==> config.mk <==
export PLATFORM = sky130hd
export DESIGN_NAME = pad_func_mux
export DESIGN_NICKNAME = d
export VERILOG_FILES = /design/src/rtl/pmx_pkg.sv /design/src/rtl/pmx_addr_dec.sv /design/src/rtl/pmx_regfile.sv /design/src/rtl/pmx_decode.sv /design/src/rtl/pad_func_mux.sv
export SDC_FILE = /design/constraint.sdc
export NUM_CORES = 1
export LEC_CHECK = 0
export BUFFER_PORTS_ARGS = -buffer_cell sky130_fd_sc_hd__buf_4
export CELL_PAD_IN_SITES_DETAIL_PLACEMENT = 1
export CELL_PAD_IN_SITES_GLOBAL_PLACEMENT = 1
export CORE_MARGIN = 10
export CORE_UTILIZATION = 27
export CTS_BUF_LIST = sky130_fd_sc_hd__clkbuf_4 sky130_fd_sc_hd__clkbuf_8 sky130_fd_sc_hd__clkbuf_16
export DETAILED_ROUTE_END_ITERATION = 16
export PLACE_DENSITY_LB_ADDON = 0.15
export SLEW_MARGIN = 20
export SYNTH_ARGS = -nofsm -noshare
export SYNTH_HDL_FRONTEND = slang
export SYNTH_SLANG_ARGS = --single-unit
==> constraint.sdc <==
create_clock -name clk -period 2.2 [get_ports clk]
set_input_delay 0.44 -clock clk [delete_from_list [all_inputs] [get_ports clk]]
set_output_delay 0.44 -clock clk [all_outputs]
set_load 0.01 [all_outputs]
==> src/rtl/pmx_pkg.sv <==
package pmx_pkg;

  typedef enum logic [1:0] {
    K_PRI  = 2'd0,
    K_SEC  = 2'd1,
    K_TER  = 2'd2,
    K_PULL = 2'd3
  } reg_kind_e;

  localparam int NUM_KINDS = 4;

  localparam logic [1:0] FN_GPIO = 2'd0;
  localparam logic [1:0] FN_ALT1 = 2'd1;
  localparam logic [1:0] FN_ALT2 = 2'd2;
  localparam logic [1:0] FN_ALT3 = 2'd3;

  // pins with no third function
  localparam int ALT3_GAP_LO  = 10;
  localparam int ALT3_GAP_HI  = 19;
  localparam int ALT3_GAP_ONE = 21;

  function automatic logic alt3_ok(input int pin);
    return !((pin >= ALT3_GAP_LO && pin <= ALT3_GAP_HI) || pin == ALT3_GAP_ONE);
  endfunction

  // returns {valid, byte offset}
  function automatic logic [8:0] reg_offset(input reg_kind_e k, input int bank);
    logic [8:0] r;
    r = 9'h000;
    if (bank == 0) begin
      case (k)
        K_PRI:   r = {1'b1, 8'h0C};
        K_SEC:   r = {1'b1, 8'h14};
        K_TER:   r = {1'b1, 8'h8C};
        default: r = {1'b1, 8'hAC};
      endcase
    end else if (bank == 1) begin
      case (k)
        K_PRI:   r = {1'b1, 8'h10};
        K_SEC:   r = {1'b1, 8'h18};
        K_TER:   r = {1'b1, 8'h90};
        default: r = {1'b1, 8'hB0};
      endcase
    end
    return r;
  endfunction

endpackage

==> src/rtl/pmx_addr_dec.sv <==
module pmx_addr_dec
  import pmx_pkg::*;
#(
  parameter int ADDR_W     = 8,
  parameter int NUM_BANKS  = 2,
  parameter int BANK_IDX_W = 1
) (
  input  logic [ADDR_W-1:0]     addr,
  output logic                  hit,
  output reg_kind_e             kind,
  output logic [BANK_IDX_W-1:0] bank
);

  always_comb begin
    hit  = 1'b0;
    kind = K_PRI;
    bank = '0;
    for (int b = 0; b < NUM_BANKS; b++) begin
      for (int k = 0; k < NUM_KINDS; k++) begin
        logic [8:0] off;
        off = reg_offset(reg_kind_e'(2'(k)), b);
        if (off[8] && addr == ADDR_W'(off[7:0])) begin
          hit  = 1'b1;
          kind = reg_kind_e'(2'(k));
          bank = BANK_IDX_W'(b);
        end
      end
    end
  end

endmodule

==> src/rtl/pmx_regfile.sv <==
module pmx_regfile
  import pmx_pkg::*;
#(
  parameter int NUM_PINS   = 35,
  parameter int NUM_BANKS  = 2,
  parameter int BANK_W     = 32,
  parameter int BANK_IDX_W = 1
) (
  input  logic                              clk,
  input  logic                              rst,
  input  logic                              wr_en,
  input  logic                              rd_en,
  input  logic                              hit,
  input  reg_kind_e                         kind,
  input  logic [BANK_IDX_W-1:0]             bank,
  input  logic [BANK_W-1:0]                 wdata,
  output logic [BANK_W-1:0]                 rd_data,
  output logic [NUM_BANKS-1:0][BANK_W-1:0]  pri_q,
  output logic [NUM_BANKS-1:0][BANK_W-1:0]  sec_q,
  output logic [NUM_BANKS-1:0][BANK_W-1:0]  ter_q,
  output logic [NUM_BANKS-1:0][BANK_W-1:0]  pu_q
);

  function automatic logic [NUM_BANKS-1:0][BANK_W-1:0] build_mask(input logic third);
    logic [NUM_BANKS-1:0][BANK_W-1:0] m;
    m = '0;
    for (int b = 0; b < NUM_BANKS; b++) begin
      for (int i = 0; i < BANK_W; i++) begin
        int pin;
        pin = b * BANK_W + i;
        m[b][i] = (pin < NUM_PINS) && (!third || alt3_ok(pin));
      end
    end
    return m;
  endfunction

  localparam logic [NUM_BANKS-1:0][BANK_W-1:0] MASK_ANY = build_mask(1'b0);
  localparam logic [NUM_BANKS-1:0][BANK_W-1:0] MASK_TER = build_mask(1'b1);

  logic [BANK_W-1:0] rd_sel;

  always_ff @(posedge clk) begin
    if (rst) begin
      pri_q <= '0;
      sec_q <= '0;
      ter_q <= '0;
      pu_q  <= '0;
    end else if (wr_en && hit) begin
      case (kind)
        K_PRI:   pri_q[bank] <= wdata & MASK_ANY[bank];
        K_SEC:   sec_q[bank] <= wdata & MASK_ANY[bank];
        K_TER:   ter_q[bank] <= wdata & MASK_TER[bank];
        default: pu_q[bank]  <= wdata & MASK_ANY[bank];
      endcase
    end
  end

  always_comb begin
    case (kind)
      K_PRI:   rd_sel = pri_q[bank];
      K_SEC:   rd_sel = sec_q[bank];
      K_TER:   rd_sel = ter_q[bank];
      default: rd_sel = pu_q[bank];
    endcase
  end

  always_ff @(posedge clk) begin
    if (rst) begin
      rd_data <= '0;
    end else begin
      rd_data <= (rd_en && hit) ? rd_sel : '0;
    end
  end

endmodule

==> src/rtl/pmx_decode.sv <==
module pmx_decode
  import pmx_pkg::*;
#(
  parameter int NUM_PINS  = 35,
  parameter int NUM_BANKS = 2,
  parameter int BANK_W    = 32
) (
  input  logic                              clk,
  input  logic                              rst,
  input  logic [NUM_BANKS-1:0][BANK_W-1:0]  pri_q,
  input  logic [NUM_BANKS-1:0][BANK_W-1:0]  sec_q,
  input  logic [NUM_BANKS-1:0][BANK_W-1:0]  ter_q,
  input  logic [NUM_BANKS-1:0][BANK_W-1:0]  pu_q,
  output logic [2*NUM_PINS-1:0]             func_code,
  output logic [NUM_PINS-1:0]               pull_en
);

  logic [NUM_PINS-1:0][1:0] fn_d;
  logic [NUM_PINS-1:0]      pu_d;

  for (genvar p = 0; p < NUM_PINS; p++) begin : g_pin
    localparam int B = p / BANK_W;
    localparam int I = p % BANK_W;
    assign fn_d[p] = ter_q[B][I] ? FN_ALT3 :
                     sec_q[B][I] ? FN_ALT2 :
                     pri_q[B][I] ? FN_ALT1 : FN_GPIO;
    assign pu_d[p] = pu_q[B][I];
  end

  always_ff @(posedge clk) begin
    if (rst) begin
      func_code <= '0;
      pull_en   <= '0;
    end else begin
      func_code <= fn_d;
      pull_en   <= pu_d;
    end
  end

endmodule

==> src/rtl/pad_func_mux.sv <==
module pad_func_mux
  import pmx_pkg::*;
#(
  parameter int NUM_PINS  = 35,
  parameter int BANK_W    = 32,
  parameter int ADDR_W    = 8,
  parameter int NUM_BANKS = (NUM_PINS + BANK_W - 1) / BANK_W
) (
  input  logic                   clk,
  input  logic                   rst,
  input  logic                   wr_en,
  input  logic                   rd_en,
  input  logic [ADDR_W-1:0]      addr,
  input  logic [BANK_W-1:0]      wdata,
  output logic [BANK_W-1:0]      rd_data,
  output logic [2*NUM_PINS-1:0]  func_code,
  output logic [NUM_PINS-1:0]    pull_en
);

  localparam int BANK_IDX_W = (NUM_BANKS > 1) ? $clog2(NUM_BANKS) : 1;

  logic                             hit;
  reg_kind_e                        kind;
  logic [BANK_IDX_W-1:0]            bank;
  logic [NUM_BANKS-1:0][BANK_W-1:0] pri_q, sec_q, ter_q, pu_q;

  pmx_addr_dec #(
    .ADDR_W(ADDR_W), .NUM_BANKS(NUM_BANKS), .BANK_IDX_W(BANK_IDX_W)
  ) addr_dec_i (
    .addr(addr), .hit(hit), .kind(kind), .bank(bank)
  );

  pmx_regfile #(
    .NUM_PINS(NUM_PINS), .NUM_BANKS(NUM_BANKS), .BANK_W(BANK_W), .BANK_IDX_W(BANK_IDX_W)
  ) regfile_i (
    .clk(clk), .rst(rst), .wr_en(wr_en), .rd_en(rd_en), .hit(hit), .kind(kind),
    .bank(bank), .wdata(wdata), .rd_data(rd_data),
    .pri_q(pri_q), .sec_q(sec_q), .ter_q(ter_q), .pu_q(pu_q)
  );

  pmx_decode #(
    .NUM_PINS(NUM_PINS), .NUM_BANKS(NUM_BANKS), .BANK_W(BANK_W)
  ) decode_i (
    .clk(clk), .rst(rst), .pri_q(pri_q), .sec_q(sec_q), .ter_q(ter_q), .pu_q(pu_q),
    .func_code(func_code), .pull_en(pull_en)
  );

endmodule

; ---- After elaboration in Yosys (flattened, before gate mapping)
; Index checks and enable logic that the tools add are counted.
[classes]
magnitude_cmp = 2
n_eq_ne = 10
n_mux = 143
n_bitwise = 4
n_reduce_logical = 10
[ops]
columns = op, n
row1 = 2-to-1 mux 32 bit, 13
row2 = bitwise mux 64 bit, 4
row3 = 2-to-1 mux 2 bit, 76
row4 = one-hot mux 32 bit (3 select lines), 1
row5 = AND 32 bit, 2
row6 = 2-to-1 mux 1 bit, 48
row7 = demux 32 bit (select 1 bit), 1
row8 = "== test 8 bit, second input constant", 4
row9 = "== test 8 x 5 -> 1 bit, second input constant", 3
row10 = "== test 8 x 4 -> 1 bit, second input constant", 1
row11 = AND reduction 2 bit, 4
row12 = logical AND 1 bit, 3
row13 = OR reduction 3 bit, 1
row14 = "== test 2 x 1 -> 1 bit, second input constant", 1
row15 = "== test 2 bit, second input constant", 1
row16 = zero test 2 bit, 1
row17 = "less-than comparator 1 x 2 -> 1 bit, second input constant", 1
row18 = NOT 1 bit, 2
row19 = OR reduction 2 bit, 1
row20 = "greater-or-equal comparator 1 bit, second input constant", 1
[word_totals]
regBits = 393
in_bits = 44
output_inout_bits = 137

; ---- Longest topological paths before layout
; Gate-level depths: netlist of the first run.
[depth]
word_depth = 12
mapped_depth = 9
depth_no_buf = 5

; ---- Hierarchy
; From an unflattened synthesis of the first run, not the netlist that was laid out.
[unflattened]
cells_unflattened = 1468
hier_area_um2 = 14049.7
[by_module_without_submodules]
columns = module, instances, cells_per_inst, area_each_um2, seq_area_each_um2
row1 = pmx_regfile, 1, 1126, 10715.3, 5325.1
row2 = pmx_decode, 1, 327, 3213.1, 2102.0
row3 = pmx_addr_dec, 1, 15, 121.4, 0.0

; ---- Worst setup path after synthesis of the first run
; Ideal clock, no wire load.
[synth_timing]
path_kind = input to register
start = input addr[2]
end = register regfile_i.rd_data[5]
arrival_time_ps = 2030
path_slack_ps = 16
cell_stages = 8
cell_sequence = clkbuf_1 -> nor2b_1 -> clkbuf_1 -> nand3_1 -> buf_2 -> mux2_1 -> o21ai_0 -> a221oi_2
[synth_between]
elab_chain_len = 12
word_cells_on_any_way = 42
classes_between = eq/ne (10) / mux (28) / bitwise (1) / reduce/logical (3)
[synth_lines]
columns = element, line
row1 = start: declaration, pad_func_mux.sv:13  ; input logic [ADDR_W-1:0] addr,
row2 = branches (longest 12 deep; another with one-hot mux 32 bit (3 select lines)), --
row3 = end signal: assignment, pmx_regfile.sv:71  ; rd_data <= (rd_en && hit) ? rd_sel : '0;
row4 = end: declaration, pmx_regfile.sv:17  ; output logic [BANK_W-1:0] rd_data,
; Parallel ways; which one is timed is not known. The select of a mux whose other input is x is not followed.
; A chain may end at the register's enable or synchronous reset.

; ---- Final worst setup path of the first run
[layout_timing]
start = input addr[1]
end = register regfile_i.pu_q[25] (netlist bit)
[layout_between]
elab_chain_len = 12
word_cells_on_any_way = 43
classes_between = order compare (2) / eq/ne (10) / mux (24) / bitwise (2) / reduce/logical (5)
[layout_lines]
columns = element, line
row1 = == test 8 x 5 -> 1 bit, pmx_addr_dec.sv:22  ; if (off[8] && addr == ADDR_W'(off[7:0])) begin
row2 = 2-to-1 mux 1 bit, pmx_addr_dec.sv:22
row3 = 2-to-1 mux 2 bit (6 in series), pmx_addr_dec.sv:22
row4 = "== test 2 x 1 -> 1 bit, or another cell as far along", pmx_regfile.sv:49  ; case (kind)
row5 = OR reduction 3 bit (no source line), --
row6 = NOT 1 bit (no source line), --
row7 = AND reduction 2 bit (no source line), --
row8 = end signal: indexed assignment, pmx_regfile.sv:53  ; default: pu_q[bank] <= wdata & MASK_ANY[bank];
row9 = end: declaration, pmx_regfile.sv:21  ; output logic [NUM_BANKS-1:0][BANK_W-1:0] pu_q
; Several ways; a longest one is shown, not always the timed one. The select of a mux whose other input is x is not followed.

==> results.json, run 1 <==
{
  "pin_count": 181,
  "max_slew_margin_pct": 32.44,
  "grt_pass1_wl_um": 70850,
  "ys_types": 53,
  "gp_congestion": 0.7791,
  "worstPathMaxFanout": 23,
  "wl_per_cell_um": 20.14,
  "antenna_found_initial": 3,
  "avgSynthCellArea_um2": 10.07,
  "layout_common_cells": "371 x dfxtp_1, 258 x buf_4, 134 x nor2_1",
  "hold_violations": 0,
  "drtPass1Iterations": 4,
  "power.switching_mw": 3.185,
  "cp.required_ns": 2.62,
  "cap_violations": 0,
  "finalSetupTns_ns": 0,
  "p_int_mw": 11.56,
  "path_cells": "buf_4 -> buf_4 -> nor3_2 -> buf_12 -> o2111a_2 -> nor3b_2 -> buf_12 -> mux2i_1 -> nor2_1",
  "reg2reg_depth": 4,
  "clk_latency_ns": 0.58,
  "initialDrtViolationCount": 442,
  "yosysSeqAreaShare_pct": 54.55,
  "cts_tree": "built",
  "cp_slowest_stage_delay_ns": 0.32,
  "cts.path.max_buffers": 3,
  "viasPerCell": 4.568,
  "seqPwrFrac_pct": 45.6,
  "final_max_slew_viol_count": 0,
  "max_slew.worst_pin.slew_ns": 1.012,
  "rsz0062_at_grt": "no",
  "synth_edf_count": 0,
  "die_x_um": 244.6,
  "path_clk_slew_ns": 0.06,
  "arrival_ns": 2.36,
  "cp-end-kind": "flop",
  "grt_util_met1_pct": 20.34,
  "fin_cells": 2286,
  "hold_path.class": "input pin to flop",
  "crit_path_start_kind": "input pin",
  "synth_fp_nets": 1396,
  "clock-sinks": 371,
  "std_cell_rows": 82,
  "final_common_cell": "dfxtp_1",
  "final_layout_size_suffix_gt1_share_pct": 27.40,
  "die_area_um2": 59810,
  "placed_cell_area_um2": 16560,
  "worstSetupPathType": "input pin to flop",
  "syn_to_final_growth_pct": 32.84,
  "p_clk_share_pct": 51.4,
  "drc": 0,
  "grt_pass1_vias": 11110,
  "postSynthCellCount": 1352,
  "drt_wl_total_um": 46050,
  "met3_usage_pct": 3.336,
  "ir_drop_mv": 0.4607,
  "setup_viol": 0,
  "synth_ff_type": "dfxtp_1",
  "synth-seq-cells": 371,
  "start_util_pct": 27.25,
  "status": "finished, final reports clean",
  "gr-total-overflow": 0,
  "p_leak_nw": 6.739,
  "pwr_density_cell_nw_per_um2": 815.3,
  "place_inst": 2207,
  "min_path_cells": 3,
  "cts_resized": 0,
  "grt_use_total_pct": 15.27,
  "fin_area_um2": 18090,
  "pwr-share-comb_pct": 3.0,
  "fill_cells": 5599,
  "core_um2": 49970,
  "fp.dieH_um": 244.6,
  "root_buffer": "clkbuf_16",
  "min_period_over_period_pct": 88.16,
  "grt_max_degree": 126,
  "power.total_mw": 14.75,
  "cts_setup_buffers": 0,
  "yosys_warnings": 0,
  "hold_buffers": 0,
  "hpwlAfterDp_um": 31220,
  "busiest_layer": "met2",
  "async_flop_share_pct": 0,
  "fmax_mhz": 515.6,
  "vias": 10440,
  "r2r_slack_ns": 1.00,
  "grt_use_met2_pct": 24.64,
  "final_core_util_pct": 36.20,
  "fin_nets": 1624,
  "cts-buffers-inserted": 43,
  "fin_skew_ns": 0.01951,
  "fin_crit_ns": 1.940,
  "portBuffers": 180,
  "drt.antenna.violating_nets": 0,
  "synth_area_um2": 13620,
  "cp_slowest_cell": "nor3_2",
  "htree_levels": 2,
  "swShare_pct": 21.59
}
per-layer routing:
layer | part of all wire, % | up-vias
met5 | 0 | -
met1 | 47 | 5152
met3 | 4.8 | 52
li1 | - | 5053
met4 | 1.7 | 0
met2 | 46 | 185
synthesized netlist by cell type (2+ instances only):
library cell / count / area [um^2]
buf_6: 2 / 22.52
o31ai_1: 2 / 15.01
inv_1: 27 / 101.4
nand3_1: 34 / 170.2
mux4_2: 9 / 202.7
nand2b_1: 2 / 12.51
and3b_1: 2 / 17.52
nor3b_1: 14 / 105.1
o21ai_1: 31 / 155.2
mux2_1: 3 / 33.78
mux2_2: 30 / 337.8
a221oi_2: 20 / 300.3
o22a_1: 20 / 175.2
nor2_1: 138 / 518.0
mux2i_1: 123 / 1231
o211a_1: 2 / 20.02
nor2b_1: 49 / 306.5
nand2_1: 78 / 292.8
o21ai_0: 32 / 160.2
o21a_1: 2 / 15.01
and2_1: 105 / 656.9
o211ai_1: 4 / 30.03
dfxtp_1: 371 / 7427
nand4_1: 10 / 62.56
a221oi_1: 2 / 17.52
buf_2: 15 / 75.07
buf_4: 12 / 90.09
a31oi_1: 3 / 18.77
clkbuf_1: 62 / 232.7
buf_1: 10 / 37.54
a21oi_1: 116 / 580.6
cell type report:
| class | instances | area [um^2] | share of cell area [%] |
|---|---|---|---|
| clock buffers | 67 | 1343 | 7.423 |
| well taps | 672 | 840.8 | 4.649 |
| inverters | 27 | 101.3 | 0.5603 |
| flip-flops and latches | 371 | 7427 | 41.06 |
| clock inverters | 11 | 181.4 | 1.003 |
| multi-input cells | 852 | 5720 | 31.63 |
| repair buffers | 285 | 2471 | 13.66 |
| diodes | 1 | 2.502 | 0.01384 |
worst paths after layout:
check / startpoint / end
worst max-delay path: addr[1] / regfile_i.pu_q[25]
worst min-delay path: wdata[17] / regfile_i.pu_q[17]
worst max register to register: regfile_i.sec_q[31] / regfile_i.rd_data[31]
worst min register to register: regfile_i.sec_q[55] / regfile_i.sec_q[55]
registers in the layout, summed over array words and instances (netlist names):
| name | count |
|---|---|
| decode_i.func_code | 70 |
| regfile_i.pri_q | 64 |
| regfile_i.pu_q | 64 |
| regfile_i.sec_q | 64 |
| regfile_i.ter_q | 42 |
| decode_i.pull_en | 35 |
| regfile_i.rd_data | 32 |
logic make-up after synthesis:
| group | Yosys count | synth area share [%] |
|---|---|---|
| compound gates | 242 | 11.45 |
| simple gates | 445 | 16.60 |
| flops | 371 | 54.55 |
| buf+inv | 129 | 4.144 |
| mux | 165 | 13.26 |
through the flow:
step,worst slack (ns),hold slack [ns]
final,0.2604,0.1362
after detailed placement,-0.3092,0.4404
after CTS,0.2793,0.09547
after global placement,-0.2788,0.4347
after global routing,0.1439,0.1181
after floorplan,0.01614,0.4215
critical path, delay by kind of cell:
family / cells / cell delay (ns)
compound gates: 1 / 0.24
buf+inv: 4 / 0.72
mux: 1 / 0.22
simple gates: 3 / 0.70
power by group through the flow:
stage / clock [mW] / sequential [mW] / combinational [mW]
5_1_grt: 8.13 / 6.72 / 0.475
3_3_place_gp: 0 / 6.88 / 0.441
3_5_place_dp: 0 / 6.88 / 0.442
6_report: 7.58 / 6.73 / 0.437
2_1_floorplan: 0 / 6.87 / 0.174
4_1_cts: 7.84 / 6.73 / 0.443
Power figures use the tool's default switching activity.
==> run 2: changes to the inputs <==
--- a/config.mk
+++ b/config.mk
@@ -12,6 +12,7 @@
 export CORE_UTILIZATION = 27
 export CTS_BUF_LIST = sky130_fd_sc_hd__clkbuf_4 sky130_fd_sc_hd__clkbuf_8 sky130_fd_sc_hd__clkbuf_16
 export DETAILED_ROUTE_END_ITERATION = 16
+export MAX_ROUTING_LAYER = met4
 export PLACE_DENSITY_LB_ADDON = 0.15
 export SLEW_MARGIN = 20
 export SYNTH_ARGS = -nofsm -noshare
==> run 2 against run 1 <==
Sequential share of layout area unchanged. Die area unchanged. Non-clock buffer count unchanged. Sequential power about the same. Cell area unchanged. Clock skew down 0.0025 ns. Power about the same. Hold slack about the same. Global-route usage up 0.45 points. Cell count unchanged. Via count up 0.65%. Largest cell class unchanged. Largest power group unchanged. Highest routed layer unchanged.
==> results.json, run 2 (synthesis gave the netlist of run 1 again) <==
{
  "status": "finished, final reports clean",
  "final_common_cell": "dfxtp_1",
  "start_util_pct": 27.25,
  "rsz0062_at_grt": "no",
  "hold_buffers": 0,
  "cap_violations": 0,
  "fp.dieH_um": 244.6,
  "syn_to_final_growth_pct": 32.84,
  "fmax_mhz": 511.1,
  "path_clk_slew_ns": 0.06,
  "antenna_found_initial": 3,
  "clock-sinks": 371,
  "place_inst": 2207,
  "clk_latency_ns": 0.57,
  "drtPass1Iterations": 6,
  "viasPerCell": 4.598,
  "fin_nets": 1624,
  "placed_cell_area_um2": 16560,
  "regArea_um2": 7427,
  "std_cell_rows": 82,
  "die_area_um2": 59810,
  "layout_common_cells": "371 x dfxtp_1, 258 x buf_4, 134 x nor2_1",
  "grt_use_total_pct": 15.72,
  "initialDrtViolationCount": 414,
  "cts_resized": 0,
  "portBuffers": 180,
  "min_period_over_period_pct": 88.93,
  "setup_viol": 0,
  "max_slew_margin_pct": 31.68,
  "finalSetupTns_ns": 0,
  "fill_cells": 5599,
  "drt.antenna.violating_nets": 0,
  "hold_path.class": "input pin to flop",
  "root_buffer": "clkbuf_16",
  "gp_congestion": 0.7898,
  "fin_crit_ns": 1.956,
  "die_x_um": 244.6,
  "final_layout_size_suffix_gt1_share_pct": 27.40,
  "gr-total-overflow": 0,
  "ir_drop_mv": 0.4624,
  "cp.required_ns": 2.62,
  "core_um2": 49970,
  "grt_pass1_wl_um": 70730,
  "pwr_density_cell_nw_per_um2": 815.7,
  "largest_reg_flops": 70,
  "fin_skew_ns": 0.01701,
  "worstSetupPathType": "input pin to flop",
  "wl_per_cell_um": 20.14,
  "hpwlAfterDp_um": 31220,
  "pin_count": 181,
  "fin_area_um2": 18090,
  "multiInputGateArea_um2": 5720,
  "cts-buffers-inserted": 43,
  "post-place-ws_ns": -0.3092,
  "cp-end-kind": "flop",
  "max_slew.worst_pin.slew_ns": 1.024,
  "hold_violations": 0,
  "worstPathMaxFanout": 23,
  "cts_setup_buffers": 0,
  "worst_slack_ns": 0.2436,
  "final_core_util_pct": 36.20,
  "fin_cells": 2286,
  "grt_max_degree": 126,
  "drc": 0,
  "crit_path_start_kind": "input pin",
  "cts_tree": "built",
  "p_leak_nw": 6.739,
  "regMostFlops": "decode_i.func_code",
  "grt_pass1_vias": 11130,
  "final_max_slew_viol_count": 0,
  "cts.path.max_buffers": 3,
  "arrival_ns": 2.38,
  "drt_wl_total_um": 46030,
  "power.total_mw": 14.75,
  "vias": 10510,
  "hold_slack_ns": 0.1365,
  "htree_levels": 2
}
[run 2: cell counts in the layout (fill, tap and decap cells not counted)]
Identical to the previous run, type by type.
[run 2: power by group]
| part | switching [mW] | internal [mW] |
|---|---|---|
| clock | 2.91 | 4.68 |
| combinational | 0.275 | 0.162 |
| sequential | 0.00390 | 6.72 |
| total | 3.19 | 11.6 |
[run 2: worst paths after layout]
path	from	endpoint	slack [ns]	cells after the start
max reg2reg	regfile_i.sec_q[31]	regfile_i.rd_data[31]	1.00	4
min reg2reg	regfile_i.sec_q[55]	regfile_i.sec_q[55]	0.46	1
min	wdata[17]	regfile_i.pu_q[17]	0.14	3
max	addr[1]	regfile_i.pu_q[25]	0.24	9
[run 2: layout make-up]
class	instances	share of cell area [%]
clock buffer	67	7.423
timing repair buffer	285	13.66
sequential	371	41.06
antenna	1	0.01384
multi-input combinational	852	31.63
inverter	27	0.5603
tap	672	4.649
clock inverter	11	1.003
[run 2: worst max-delay path: stages]
cell	delay [ns]
buf_4	0.11
buf_4	0.13
nor3_2	0.32
buf_12	0.18
o2111a_2	0.25
nor3b_2	0.33
buf_12	0.30
mux2i_1	0.22
nor2_1	0.06
[run 2: routing by layer]
layer  track usage (%)  vias to the layer above  routed length, um
met5                 -                        -                  0
met4             3.744                        0                839
met3             3.096                       54               1831
met2             24.63                      186              21230
met1             20.50                     5210              22130
li1                  -                     5060                  -
